<file path="src/rtl/alu_exec_pkg.sv">
// Shared encodings for the execute-stage arithmetic and address unit.
// Assumes: the op code and size code widths are fixed by the decode stage.
package alu_exec_pkg;
    typedef enum logic [2:0] {
        OP_ADD  = 3'b000,
        OP_ADDU = 3'b001,
        OP_SUB  = 3'b010,
        OP_SUBU = 3'b011,
        OP_AND  = 3'b100,
        OP_OR   = 3'b101,
        OP_SLT  = 3'b110,
        OP_SLTU = 3'b111
    } alu_op_e;

    typedef enum logic [1:0] {
        SZ_BYTE = 2'b00,
        SZ_HALF = 2'b01,
        SZ_WORD = 2'b10,
        SZ_WRSV = 2'b11
    } mem_size_e;
endpackage

</file>
<file path="src/rtl/alu_addsub.sv">
// Shared adder for add and subtract, with two's-complement overflow detection.
// Does: a + b, or a - b formed as a + ~b + 1. Overflow is reported only when
// chk_ovf is set. Assumes: the caller drives chk_ovf only for the signed ops.
module alu_addsub #(
    parameter int W = 32
) (
    input  logic [W-1:0] a,
    input  logic [W-1:0] b,
    input  logic         is_sub,
    input  logic         chk_ovf,
    output logic [W-1:0] sum,
    output logic         ovf
);
    logic [W-1:0] b_eff;
    logic         carry_out;

    // Invert the second operand and inject a carry to subtract.
    always_comb begin
        b_eff            = is_sub ? ~b : b;
        {carry_out, sum} = {1'b0, a} + {1'b0, b_eff} + {{W{1'b0}}, is_sub};
    end

    // Overflow: operands of the same sign produce a result of the other sign.
    always_comb begin
        ovf = chk_ovf && (a[W-1] == b_eff[W-1]) && (sum[W-1] != a[W-1]);
    end
endmodule

</file>
<file path="src/rtl/alu_logic_cmp.sv">
// Bitwise AND/OR and the signed/unsigned set-less-than compares.
// Does: selects one of four functions using the two low op bits.
// Assumes: sel comes straight from op_sel[1:0].
module alu_logic_cmp #(
    parameter int W = 32
) (
    input  logic [W-1:0] a,
    input  logic [W-1:0] b,
    input  logic [1:0]   sel,
    output logic [W-1:0] y
);
    logic lt_signed;
    logic lt_unsigned;

    // Form both orderings of the operands.
    always_comb begin
        lt_signed   = $signed(a) < $signed(b);
        lt_unsigned = a < b;
    end

    // Pick the requested function; the compares zero-extend a single bit.
    always_comb begin
        unique case (sel)
            2'b00:   y = a & b;
            2'b01:   y = a | b;
            2'b10:   y = {{(W-1){1'b0}}, lt_signed};
            default: y = {{(W-1){1'b0}}, lt_unsigned};
        endcase
    end

    // The compares must yield 0 or 1 only.
    always_comb begin
        if (sel[1]) begin
            p_cmp_bool_r6: assert (y[W-1:1] == '0)
                else $error("compare result wider than one bit");
        end
    end
endmodule

</file>
<file path="src/rtl/alu_agu.sv">
// Address generation and natural-alignment check for loads and stores.
// Does: base + sign-extended displacement, plus a misalignment flag for the
// access size. Assumes: chk is already qualified by the valid and request inputs.
module alu_agu
    import alu_exec_pkg::*;
#(
    parameter int W      = 32,
    parameter int OFFS_W = 16
) (
    input  logic [W-1:0]      base,
    input  logic [OFFS_W-1:0] offset,
    input  logic [1:0]        size,
    input  logic              chk,
    output logic [W-1:0]      addr,
    output logic              misalign
);
    localparam int EXT_W = W - OFFS_W;

    logic [W-1:0] offs_ext;

    // Sign-extend the displacement to the full width.
    generate
        if (EXT_W > 0) begin : g_ext
            assign offs_ext = {{EXT_W{offset[OFFS_W-1]}}, offset};
        end else begin : g_noext
            assign offs_ext = offset[W-1:0];
        end
    endgenerate

    // Form the effective address, wrapping modulo 2^W.
    always_comb begin
        addr = base + offs_ext;
    end

    // Test the low address bits against the access size.
    always_comb begin
        unique case (mem_size_e'(size))
            SZ_BYTE: misalign = 1'b0;
            SZ_HALF: misalign = chk && addr[0];
            default: misalign = chk && (addr[1:0] != 2'b00);
        endcase
    end

    // A byte access can never be misaligned.
    always_comb begin
        if (size == SZ_BYTE) begin
            p_byte_never_traps_r9: assert (!misalign)
                else $error("byte access flagged misaligned");
        end
    end
endmodule

</file>
<file path="src/rtl/alu_exec_unit.sv">
// Execute-stage arithmetic and address unit (top).
// Does: result of the selected ALU op, a signed overflow trap, the effective
// address with an alignment trap, and a gated writeback enable.
// Assumes: purely combinational; the following pipeline register holds outputs.
module alu_exec_unit
    import alu_exec_pkg::*;
#(
    parameter int DATA_W = 32,
    parameter int OFFS_W = 16
) (
    input  logic              in_valid,
    input  logic [2:0]        op_sel,
    input  logic [DATA_W-1:0] op_a,
    input  logic [DATA_W-1:0] op_b,
    input  logic [OFFS_W-1:0] offset,
    input  logic              mem_req,
    input  logic [1:0]        mem_size,
    output logic [DATA_W-1:0] result,
    output logic              ovf_trap,
    output logic [DATA_W-1:0] eff_addr,
    output logic              misalign_trap,
    output logic              wr_en
);
    logic              is_arith;
    logic              is_signed_arith;
    logic [DATA_W-1:0] arith_y;
    logic [DATA_W-1:0] logic_y;
    logic              arith_ovf;
    logic              agu_mis;

    // Decode the op class; only ADD and SUB (op bit 0 clear) check overflow.
    always_comb begin
        is_arith        = !op_sel[2];
        is_signed_arith = in_valid && is_arith && !op_sel[0];
    end

    alu_addsub #(.W(DATA_W)) u_addsub (
        .a       (op_a),
        .b       (op_b),
        .is_sub  (op_sel[1]),
        .chk_ovf (is_signed_arith),
        .sum     (arith_y),
        .ovf     (arith_ovf)
    );

    alu_logic_cmp #(.W(DATA_W)) u_logic (
        .a   (op_a),
        .b   (op_b),
        .sel (op_sel[1:0]),
        .y   (logic_y)
    );

    alu_agu #(.W(DATA_W), .OFFS_W(OFFS_W)) u_agu (
        .base     (op_a),
        .offset   (offset),
        .size     (mem_size),
        .chk      (in_valid && mem_req),
        .addr     (eff_addr),
        .misalign (agu_mis)
    );

    // Merge the datapaths and gate writeback on either exception.
    always_comb begin
        result        = is_arith ? arith_y : logic_y;
        ovf_trap      = arith_ovf;
        misalign_trap = agu_mis;
        wr_en         = in_valid && !arith_ovf && !agu_mis;
    end

    // Guards on the combined outputs.
    always_comb begin
        if (op_sel == OP_ADDU || op_sel == OP_SUBU) begin
            p_no_overflow_r3: assert (!ovf_trap)
                else $error("unsigned op raised overflow");
        end
        if (ovf_trap || misalign_trap) begin
            p_trap_blocks_write_r10: assert (!wr_en)
                else $error("write enabled during a trap");
        end
        if (!in_valid) begin
            p_idle_quiet_r11: assert (!ovf_trap && !misalign_trap && !wr_en)
                else $error("activity while not valid");
        end
        if (misalign_trap) begin
            p_mis_needs_req_r9: assert (mem_req)
                else $error("misalign without memory request");
        end
    end
endmodule

</file>
<file path="config.mk">
export PLATFORM = sky130hd
export DESIGN_NAME = alu_exec_unit
export DESIGN_NICKNAME = d
export VERILOG_FILES = /design/src/rtl/alu_exec_pkg.sv /design/src/rtl/alu_addsub.sv /design/src/rtl/alu_logic_cmp.sv /design/src/rtl/alu_agu.sv /design/src/rtl/alu_exec_unit.sv
export SDC_FILE = /design/constraint.sdc
export NUM_CORES = 1
export LEC_CHECK = 0
export BUFFER_PORTS_ARGS = -buffer_cell sky130_fd_sc_hd__buf_2
export CAP_MARGIN = 40
export CELL_PAD_IN_SITES_DETAIL_PLACEMENT = 1
export CELL_PAD_IN_SITES_GLOBAL_PLACEMENT = 2
export CORE_UTILIZATION = 34
export DETAILED_ROUTE_END_ITERATION = 10
export GPL_TIMING_DRIVEN = 0
export PLACE_DENSITY_LB_ADDON = 0.1
export SYNTH_ARGS = -nofsm -noshare
export SYNTH_HDL_FRONTEND = slang
export SYNTH_SLANG_ARGS = --single-unit
</file>
<file path="constraint.sdc">
create_clock -name vclk -period 5.4
set_input_delay 0.54 -clock vclk [all_inputs]
set_output_delay 0.54 -clock vclk [all_outputs]
set_load 0.1 [all_outputs]
</file>
Word-level counts from Yosys, hierarchy flattened
Cells that the tools add are included.
Word-level totals
  flip-flop bits (word level): 0
  word-level logic and storage cells: 33
Operators by class
  add/subtract/negate cells: 3
  $lt $le $gt $ge: 2
  eq/ne operators: 5
  muxes and demuxes: 4
  bitwise operators: 3
  reductions and logical operators: 16
Operators with widths (count)
  $pmux 32 s3: 1
  $add 32x32->32: 2
  $lt 32x32->1: 2
  $mux 32: 2
  $add 32x1->32: 1
  $and 32x32->32: 1
  $not 32->32: 1
  $or 32x32->32: 1
  $logic_and 1x1->1: 9
  $eq 2x1->1 const B: 2
  $logic_not 1->1: 4
  $logic_not 2->1: 2
  $eq 2x2->1 const B: 1
  $pmux 1 s2: 1
  $reduce_bool 2->1: 1
  $eq 1x1->1: 1
  $ne 1x1->1: 1

Logic depth before layout (Yosys ltp)
Gate-level depths: netlist (run 1).
  depth after elaboration: 9
  gate-level depth with buffers: 13
  gate-level depth less buffers: 11

Hierarchy
A second synthesis (run 1) with hierarchy kept.
Second synthesis, totals
  cells, all modules: 857
  area total of the unflattened synthesis: 6545.0 µm²
Modules (own cells, without submodules)
  alu_logic_cmp: instances 1, cells each 295, area an instance 2200.9 µm², seq. area each 0.0 µm²
  alu_addsub: instances 1, cells each 287, area an instance 2054.5 µm², seq. area each 0.0 µm²
  alu_agu: instances 1, cells each 236, area an instance 1727.9 µm², seq. area each 0.0 µm²
  alu_exec_unit: instances 1, cells each 39, area an instance 561.8 µm², seq. area each 0.0 µm²

Worst setup path after synthesis (run 1)
OpenSTA, ideal clock, no wires.
  path type: input to output
  from: input op_sel[1]
  to: output wr_en
  arrival: 6.117 ns
  data required time: 4.860 ns
  setup slack: -1.257 ns
  cell stages on the path: 13
  buffers on the path: 3
  cell sequence: buf_6 clkbuf_1 xor2_1 ha_1 clkbuf_1 a21o_1 a21o_1 a21oi_1 o2111ai_2 and4b_1 o32a_1 mux2i_1 nor3b_1
On the way
  cells in the longest elaborated chain, start to end: 8
  elaborated cells on any way between the ends: 10
  those cells by class: add/sub (2); eq/ne (2); mux (1); reduce/logical (5)
RTL lines
  start: declaration: RTL line alu_exec_unit.sv:12  | input logic [2:0] op_sel,
  $mux 32: RTL line alu_addsub.sv:19  | b_eff = is_sub ? ~b : b;
  $add 32x32->32: RTL line alu_addsub.sv:20  | {carry_out, sum} = {1'b0, a} + {1'b0, b_eff} + {{W{1'b0}}, is_sub};
  $add 32x1->32: RTL line alu_addsub.sv:20
  $ne 1x1->1: RTL line alu_addsub.sv:25  | ovf = chk_ovf && (a[W-1] == b_eff[W-1]) && (sum[W-1] != a[W-1]);
  $logic_and 1x1->1 *: RTL line alu_addsub.sv:25
  named net ovf_trap: RTL line alu_exec_unit.sv:19  | output logic ovf_trap,
  $logic_not 1->1 *: RTL line alu_exec_unit.sv:67  | wr_en = in_valid && !arith_ovf && !agu_mis;
  $logic_and 1x1->1 * (2 in a row): RTL line alu_exec_unit.sv:67
  end: declaration: RTL line alu_exec_unit.sv:22  | output logic wr_en
The timed path passes the listed nets; every way through them passes the cells marked *.

Worst setup path after layout (run 1)
  from: input op_sel[1]
  to: output result[28]
On the way
  cells in the longest elaborated chain, start to end: 4
  elaborated cells on any way between the ends: 8
  those cells by class: add/sub (2); eq/ne (2); mux (3); reduce/logical (1)
RTL lines
  $mux 32: RTL line alu_addsub.sv:19
  $add 32x32->32: RTL line alu_addsub.sv:20
  $add 32x1->32: RTL line alu_addsub.sv:20
  $mux 32 *: RTL line alu_exec_unit.sv:64  | result = is_arith ? arith_y : logic_y;
  end: declaration: RTL line alu_exec_unit.sv:18  | output logic [DATA_W-1:0] result,
Every way passes the cells marked *; elsewhere a longest branch is shown, timed or not.

==> impl_metrics.json, run 1 <==
{
  "required_ns": 4.86,
  "antenna_cells": 0,
  "yosys.area.top_type_share_pct": 33.1,
  "dieArea_um2": 18000,
  "min_from": "mem_req",
  "hold_buffers": 0,
  "hold_violations": 0,
  "start_kind": "primary input",
  "p_per_area_nw_per_um2": 234,
  "fp-row-count": 47,
  "synth-seq-area-share_pct": 0,
  "regArea_um2": 0,
  "layout_setup_ws_ns": 0.710,
  "seq_cell_count": 0,
  "grt_usage_pct": 22.0,
  "wl_per_cell_um": 16.9,
  "post-route-period-util_pct": 86.9,
  "use_met1_pct": 32.3,
  "finalSetupViolations": 0,
  "syn_nets": 1062,
  "slew_headroom_pct": 44.3,
  "placed_cells": 1189,
  "drive_gt1_share_pct": 17.3,
  "max_cap_violations": 0,
  "ir_worst_vdd_uv": 204,
  "preCtsSetupSlack_ns": 0.714,
  "io_buffer_count": 151,
  "power.switching_uw": 1250,
  "grt_pass1_wl_mm": 32.1,
  "nClkBuffers": 0,
  "yosys.area.top_type": "ha_1",
  "rsz0062_at_grt": "no",
  "synthSimpleGateAreaFrac_pct": 12.1,
  "fp.dieW_um": 134,
  "syn_area_per_cell_um2": 7.28,
  "worstPathMaxFanout": 10,
  "fillers": 2240,
  "stdcell_count": 1189,
  "fmax_mhz": 213,
  "nets": 1217,
  "area_growth_pct": 18.1,
  "p_int_uw": 391,
  "pwr-share-clk_pct": 0,
  "worstSetupPathType": "primary input to primary output",
  "first_global_vias": 6191,
  "worst-slew-pin-transition_ns": 0.836,
  "synthCells": 816,
  "worstSetupEndpointType": "primary output",
  "dpl_cell_area_um2": 7020,
  "drt-pass1-iter-count": 4,
  "path_cells": "buf_6 > clkbuf_2 > xor2_1 > fa_1 > a21o_1 > a211o_1 > nand2_1 > o31ai_2 > a41oi_1 > o21ai_0 > nor4b_1 > a311o_1 > buf_2",
  "slowest_delay_ns": 0.49,
  "yosysUniqueCellTypes": 58,
  "cp_slowest_cell": "a41oi_1",
  "start_util_pct": 35.3,
  "finalSetupTns_ns": 0,
  "drc": 0,
  "coreArea_um2": 16800,
  "drtIter0Drc": 130,
  "totalWireLength_mm": 20.0,
  "synth_compound_area_share_pct": 27.2,
  "post_cts_resized": 0,
  "fin_area_um2": 7020,
  "cp.arrival_ns": 4.15,
  "p_leak_uw": 0.00385,
  "holdPathEnd": "misalign_trap",
  "comb_power_share_pct": 100.0,
  "syn_area_um2": 5940,
  "die_h_um": 134,
  "use_met3_pct": 1.51,
  "min_path_type": "primary input to primary output",
  "seqPwrFrac_pct": 0,
  "hold-worst-slack_ns": 1.56,
  "slew_viol_final": 0,
  "antenna_found_initial": 0,
  "cts_setup_buffers": 0,
  "dp_hpwl_mm": 17.1,
  "gp_congestion": 0.810,
  "ant_nets": 0,
  "status": "complete, no violations",
  "min_path_cells": 4,
  "vias": 6103,
  "synth.area.mux_share_pct": 4.40,
  "p_sw_share_pct": 76.2,
  "period_needed_ns": 4.69,
  "synth-xor-area-share_pct": 13.0,
  "use_met2_pct": 36.4,
  "synth_top_family_by_area": "adder cells",
  "grt_max_degree": 18,
  "via_per_inst": 5.13,
  "synthAdderAreaFrac_pct": 33.7,
  "busiest_layer": "met2",
  "ys_top_cells_by_area": "ha_1 (33%), inv_1 (7.7%), xor2_1 (7.1%), xnor2_1 (5.9%), a21oi_1 (5.3%)",
  "overflow": 0,
  "synth_warnings": 0,
  "io_pins": 154
}
## how the worst max path moves through the flow
stage                   end       from  slack, ns  cells after the start
2_1_floorplan         wr_en  op_sel[1]      -0.54                     13
3_3_place_gp     result[28]  op_sel[1]       0.77                     13
3_5_place_dp     result[28]  op_sel[1]       0.71                     13
4_1_cts          result[28]  op_sel[1]       0.71                     13
5_1_grt        eff_addr[31]    op_a[4]       0.54                     11
6_report         result[28]  op_sel[1]       0.71                     13
## worst max-delay path: cells and delay by family
family	cells	cell delay, ns
AOI/OAI and AO/OA	6	1.58
buffers and inverters	3	0.83
adders and majority gates	1	0.46
and+or+nand+nor	2	0.45
xor gates and xnor gates	1	0.28
## power by group through the flow
stage | clock network (uW) | logic (uW) | registers, uW
after global routing | 0 | 1750 | 0
final | 0 | 1640 | 0
after CTS | 0 | 1650 | 0
after detailed placement | 0 | 1640 | 0
after global placement | 0 | 1630 | 0
after floorplan | 0 | 1320 | 0
## cell usage in the layout, fill, tap and decap left out, types with 19 or more instances in the layout
master and n:
ha_1 157, buf_2 151, inv_1 122, a21oi_1 63, xor2_1 48, nand2_1 41, xnor2_1 40, o21ai_0 38
a21o_1 35, o22ai_1 33, nor2_1 29, mux2i_1 24, clkbuf_1 23, nand3_1 19
## cell usage after synthesis (3+ instances only)
| master | n |
|---|---|
| a211oi_1 | 5 |
| and2_1 | 3 |
| and3_1 | 9 |
| a21o_1 | 35 |
| o21a_1 | 10 |
| nand3_1 | 19 |
| xnor2_1 | 40 |
| nand2_1 | 41 |
| o21ai_0 | 38 |
| mux2i_1 | 25 |
| nor2_1 | 29 |
| inv_1 | 122 |
| xor2_1 | 48 |
| a211o_1 | 4 |
| a221oi_1 | 4 |
| nor3_1 | 8 |
| a31o_2 | 3 |
| a21oi_1 | 63 |
| a21boi_0 | 3 |
| nand4_1 | 10 |
| o311ai_0 | 3 |
| a31oi_1 | 9 |
| o21bai_1 | 13 |
| clkbuf_1 | 25 |
| nor2b_1 | 7 |
| ha_1 | 157 |
| o22ai_1 | 33 |
| nor4_1 | 5 |
| o211ai_1 | 5 |
| nand2b_1 | 5 |
## area by class of cell
class	instances	area (um2)	area share (%)
buffer	28	118	1.68
inverter	122	458	6.53
timing repair buffer	153	782	11.1
tap	220	275	3.92
multi-input combinational	666	5380	76.7
## cell families (layout without fill, tap and decap cells)
group | count (synthesis) | in the layout
AO/OA/AOI/OAI | 248 | 248
adder cells (fa/ha/maj) | 159 | 159
buffers and inverters | 150 | 303
AND/OR/NAND/NOR | 145 | 145
XOR/XNOR | 88 | 88
multiplexers | 26 | 26
## layer usage
| metal | up-vias | part of all wire (%) |
|---|---|---|
| met1 | 2800 | 52 |
| met3 | 10 | 4.3 |
| met5 | - | 0 |
| met2 | 113 | 43 |
| met4 | 0 | 0.65 |
| li1 | 3180 | - |
## metrics by stage
step           utilization, %  power (uW)
6_report                 41.7        1640
3_5_place_dp             41.7        1640
5_1_grt                  41.7        1750
2_1_floorplan               -        1320
3_3_place_gp             41.6        1630
4_1_cts                  41.7        1650
(Power assumes the default switching activity.)
==> run 2: changes to the inputs <==
Settings changed: CORE_UTILIZATION 34 to 31.
Clock period 5.4 ns to 4.9 ns, I/O delays scaled along.
==> impl_metrics.json, run 2 (synthesis gave the netlist of run 1 again) <==
{
  "rsz0062_at_grt": "no",
  "slew_viol_final": 0,
  "period_needed_ns": 4.56,
  "regArea_um2": 0,
  "layout_commonest_cell": "ha_1",
  "dp_hpwl_mm": 17.7,
  "seq_cell_count": 0,
  "totalWireLength_mm": 20.4,
  "layout_common_cells": "ha_1 (157), buf_2 (151), inv_1 (122)",
  "min_path_cells": 4,
  "via_per_inst": 5.11,
  "fp-row-count": 50,
  "io_buffer_count": 151,
  "die_h_um": 140,
  "nClkBuffers": 0,
  "ir_worst_vdd_uv": 160,
  "seqPwrFrac_pct": 0,
  "grt_usage_pct": 20.5,
  "worstSetupPathType": "primary input to primary output",
  "coreArea_um2": 18800,
  "nets": 1218,
  "area_growth_pct": 18.6,
  "start_util_pct": 31.7,
  "worst-slew-pin-transition_ns": 0.778,
  "busiest_layer": "met2",
  "finalSetupTns_ns": 0,
  "use_met2_pct": 35.5,
  "power.switching_uw": 1380,
  "required_ns": 4.41,
  "fin_total_pwr_uw": 1810,
  "cp_top_family": "compound AO/OA/AOI/OAI gates",
  "cp_num_cells": 13,
  "cp_slowest_cell": "a41oi_1",
  "grt_max_degree": 18,
  "fillers": 2421,
  "p_int_uw": 432,
  "drc": 0,
  "pwr-share-clk_pct": 0,
  "hold_buffers": 0,
  "vias": 6156,
  "min_path_type": "primary input to primary output",
  "p_per_area_nw_per_um2": 257,
  "final_util_pct": 37.6,
  "p_sw_share_pct": 76.2,
  "dieArea_um2": 19700,
  "ant_nets": 0,
  "drtIter0Drc": 170,
  "status": "complete, no violations",
  "cp.arrival_ns": 4.07,
  "antenna_found_initial": 0,
  "p_leak_uw": 0.00385,
  "hold_violations": 0,
  "worstPathMaxFanout": 10,
  "cts_setup_buffers": 0,
  "multi_input_area_um2": 5380,
  "drive_gt1_share_pct": 17.4,
  "gp_congestion": 0.796,
  "use_met1_pct": 29.4,
  "worstSetupEndpointType": "primary output",
  "fp.dieW_um": 140,
  "start_kind": "primary input",
  "slowest_delay_ns": 0.49,
  "antenna_cells": 0,
  "overflow": 0,
  "comb_power_share_pct": 100.0,
  "io_pins": 154,
  "critPathBufInv": 3,
  "path_cells": "buf_6 > clkbuf_2 > xor2_1 > fa_1 > a21o_1 > a211o_1 > nand2_1 > o31ai_2 > a41oi_1 > o21ai_0 > nor4b_1 > a311o_1 > buf_2",
  "wl_per_cell_um": 17.0,
  "post_cts_resized": 0,
  "fmax_mhz": 219,
  "drt-pass1-iter-count": 4,
  "grt_pass1_wl_mm": 32.8,
  "post-route-period-util_pct": 93.1,
  "first_global_vias": 6258,
  "use_met3_pct": 0.923,
  "slew_headroom_pct": 48.1,
  "max_cap_violations": 0,
  "finalSetupViolations": 0
}
-- run 2: changes by cell type in the layout (fill, tap and decap cells not counted), sizes merged --
cell	delta
buf	+1
-- run 2: per-stage QoR --
| step | instance area, um2 | setup slack (ns) | hold WS (ns) | cells |
|---|---|---|---|---|
| finish | 7050 | 0.339 | 1.45 | 1204 |
| global route | 7050 | 0.0521 | 1.48 | 1204 |
| CTS | 7050 | 0.338 | 1.45 | 1204 |
| detailed placement | 7050 | 0.357 | 1.45 | 1204 |
| global placement | 7010 | 0.349 | 1.45 | 1201 |
| floorplan | 5960 | -0.944 | 1.29 | 816 |
-- run 2: final cells by class --
class	instances	share of cell area, %
Multi-Input combinational cell	666	76.4
Timing Repair Buffer	154	11.3
Inverter	122	6.50
Tap cell	234	4.15
Buffer	28	1.67
-- run 2: routing by layer --
layer | share of wire, % | up-vias
li1 | - | 3178
met1 | 52 | 2882
met2 | 45 | 94
met3 | 2.4 | 2
met4 | 0.42 | 0
met5 | 0 | -
-- run 2: final timing paths --
| check | from | slack, ns | end |
|---|---|---|---|
| min | mem_req | 1.45 | misalign_trap |
| max | op_sel[1] | 0.34 | result[28] |
-- run 2: power groups by stage --
| stage | Sequential [uW] | Clock (uW) | Combinational [uW] |
|---|---|---|---|
| 6_report | 0 | 0 | 1810 |
| 5_1_grt | 0 | 0 | 1930 |
| 4_1_cts | 0 | 0 | 1820 |
| 3_5_place_dp | 0 | 0 | 1810 |
| 3_3_place_gp | 0 | 0 | 1810 |
| 2_1_floorplan | 0 | 0 | 1460 |
==> run 3: changes to the inputs <==
Settings changed: SETUP_SLACK_MARGIN from default to 0.5.
==> impl_metrics.json, run 3 (synthesis gave the netlist of run 1 again) <==
{
  "nClkBuffers": 0,
  "regArea_um2": 0,
  "drive_gt1_share_pct": 19.5,
  "period_needed_ns": 4.27,
  "grt_pass1_wl_mm": 32.6,
  "fp.dieW_um": 140,
  "ir_worst_vdd_uv": 167,
  "via_per_inst": 5.14,
  "dp_hpwl_mm": 17.8,
  "slew_headroom_pct": 44.7,
  "max_cap_violations": 0,
  "area_growth_pct": 21.3,
  "cp_slowest_cell": "a41oi_1",
  "slew_viol_final": 0,
  "ant_nets": 0,
  "post_cts_resized": 1,
  "drc": 0,
  "post-route-period-util_pct": 87.2,
  "hold_buffers": 0,
  "p_per_area_nw_per_um2": 256,
  "gp_congestion": 0.781,
  "cp.arrival_ns": 3.78,
  "grt_max_degree": 18,
  "vias": 6186,
  "hold-worst-slack_ns": 1.45,
  "overflow": 0,
  "hold_violations": 0,
  "rsz0062_at_grt": "yes",
  "min_path_type": "primary input to primary output",
  "fmax_mhz": 234,
  "seq_cell_count": 0,
  "antenna_found_initial": 0,
  "totalWireLength_mm": 20.5,
  "min_from": "mem_req",
  "holdPathEnd": "misalign_trap",
  "slowest_delay_ns": 0.47,
  "coreArea_um2": 18800,
  "first_global_vias": 6322,
  "antenna_cells": 0,
  "worstSetupPathType": "primary input to primary output",
  "worstSetupEndpointType": "primary output",
  "start_kind": "primary input",
  "start_util_pct": 31.7,
  "dieArea_um2": 19700,
  "status": "complete, no violations",
  "wl_per_cell_um": 17.0,
  "io_buffer_count": 151,
  "final_util_pct": 38.4,
  "layout_commonest_cell": "ha_1",
  "path_cells": "buf_8 > clkbuf_8 > xor2_1 > fa_1 > a21o_1 > a211o_1 > nand2_1 > o31ai_2 > a41oi_1 > o21ai_0 > nor4b_1 > a311o_1 > clkbuf_4",
  "layout_common_cells": "ha_1 (157), buf_2 (147), inv_1 (122)",
  "worst-slew-pin-transition_ns": 0.830,
  "die_h_um": 140,
  "required_ns": 4.41,
  "grt_usage_pct": 20.6,
  "finalSetupViolations": 0,
  "multi_input_area_um2": 5490,
  "fp-row-count": 50,
  "fillers": 2418,
  "io_pins": 154,
  "drt-pass1-iter-count": 4,
  "worstPathMaxFanout": 10,
  "nets": 1218,
  "p_leak_uw": 0.00392,
  "cts_setup_buffers": 0,
  "min_path_cells": 4,
  "drtIter0Drc": 174
}
==> run 3: worst max-delay path by stage <==
| stage | slack, ns | cells past startpoint | end | startpoint |
|---|---|---|---|---|
| 3_3_place_gp | 0.41 | 11 | eff_addr[21] | op_a[4] |
| 3_5_place_dp | 0.42 | 11 | eff_addr[21] | op_a[4] |
| 6_report | 0.63 | 13 | result[28] | op_sel[1] |
| 2_1_floorplan | -0.69 | 13 | wr_en | op_sel[1] |
| 5_1_grt | 0.47 | 11 | eff_addr[21] | op_a[4] |
| 4_1_cts | 0.51 | 11 | eff_addr[21] | op_a[4] |
==> run 3: worst max-delay path, delay by kind of cell <==
kind | cells | cell delay [ns]
XOR/XNOR | 1 | 0.20
buffers and inverters | 3 | 0.62
AND/OR/NAND/NOR | 2 | 0.46
adder cells (fa/ha/maj) | 1 | 0.44
AO/OA/AOI/OAI | 6 | 1.57
==> run 3: routing by layer <==
metal,track usage (%),up-vias,routed length [um]
met4,1.10,0,99
met1,29.0,2890,10400
li1,-,3180,-
met3,1.37,4,801
met5,0,-,0
met2,35.6,112,9180
==> run 3: stage by stage <==
step                      setup slack [ns]  total power (uW)  instances  setup TNS, ns  cell area [um2]
after global routing                 0.468              1970       1204              0             7210
final                                0.625              1840       1204              0             7210
after floorplan                     -0.691              1490        816         -0.691             6100
after global placement               0.410              1840       1201              0             7140
after CTS                            0.509              1850       1204              0             7190
after detailed placement             0.421              1840       1204              0             7190
==> run 3: final cells by class <==
type / instances / share of cell area [%]
multi-input combinational: 666 / 76.2
tap: 234 / 4.06
inverter: 122 / 6.36
buffer: 28 / 2.22
timing repair buffer: 154 / 11.2
==> run 3: power breakdown <==
part,total (uW),internal (uW),switching [uW]
clock network,0,0,0
registers,0,0,0
logic,1840,453,1390
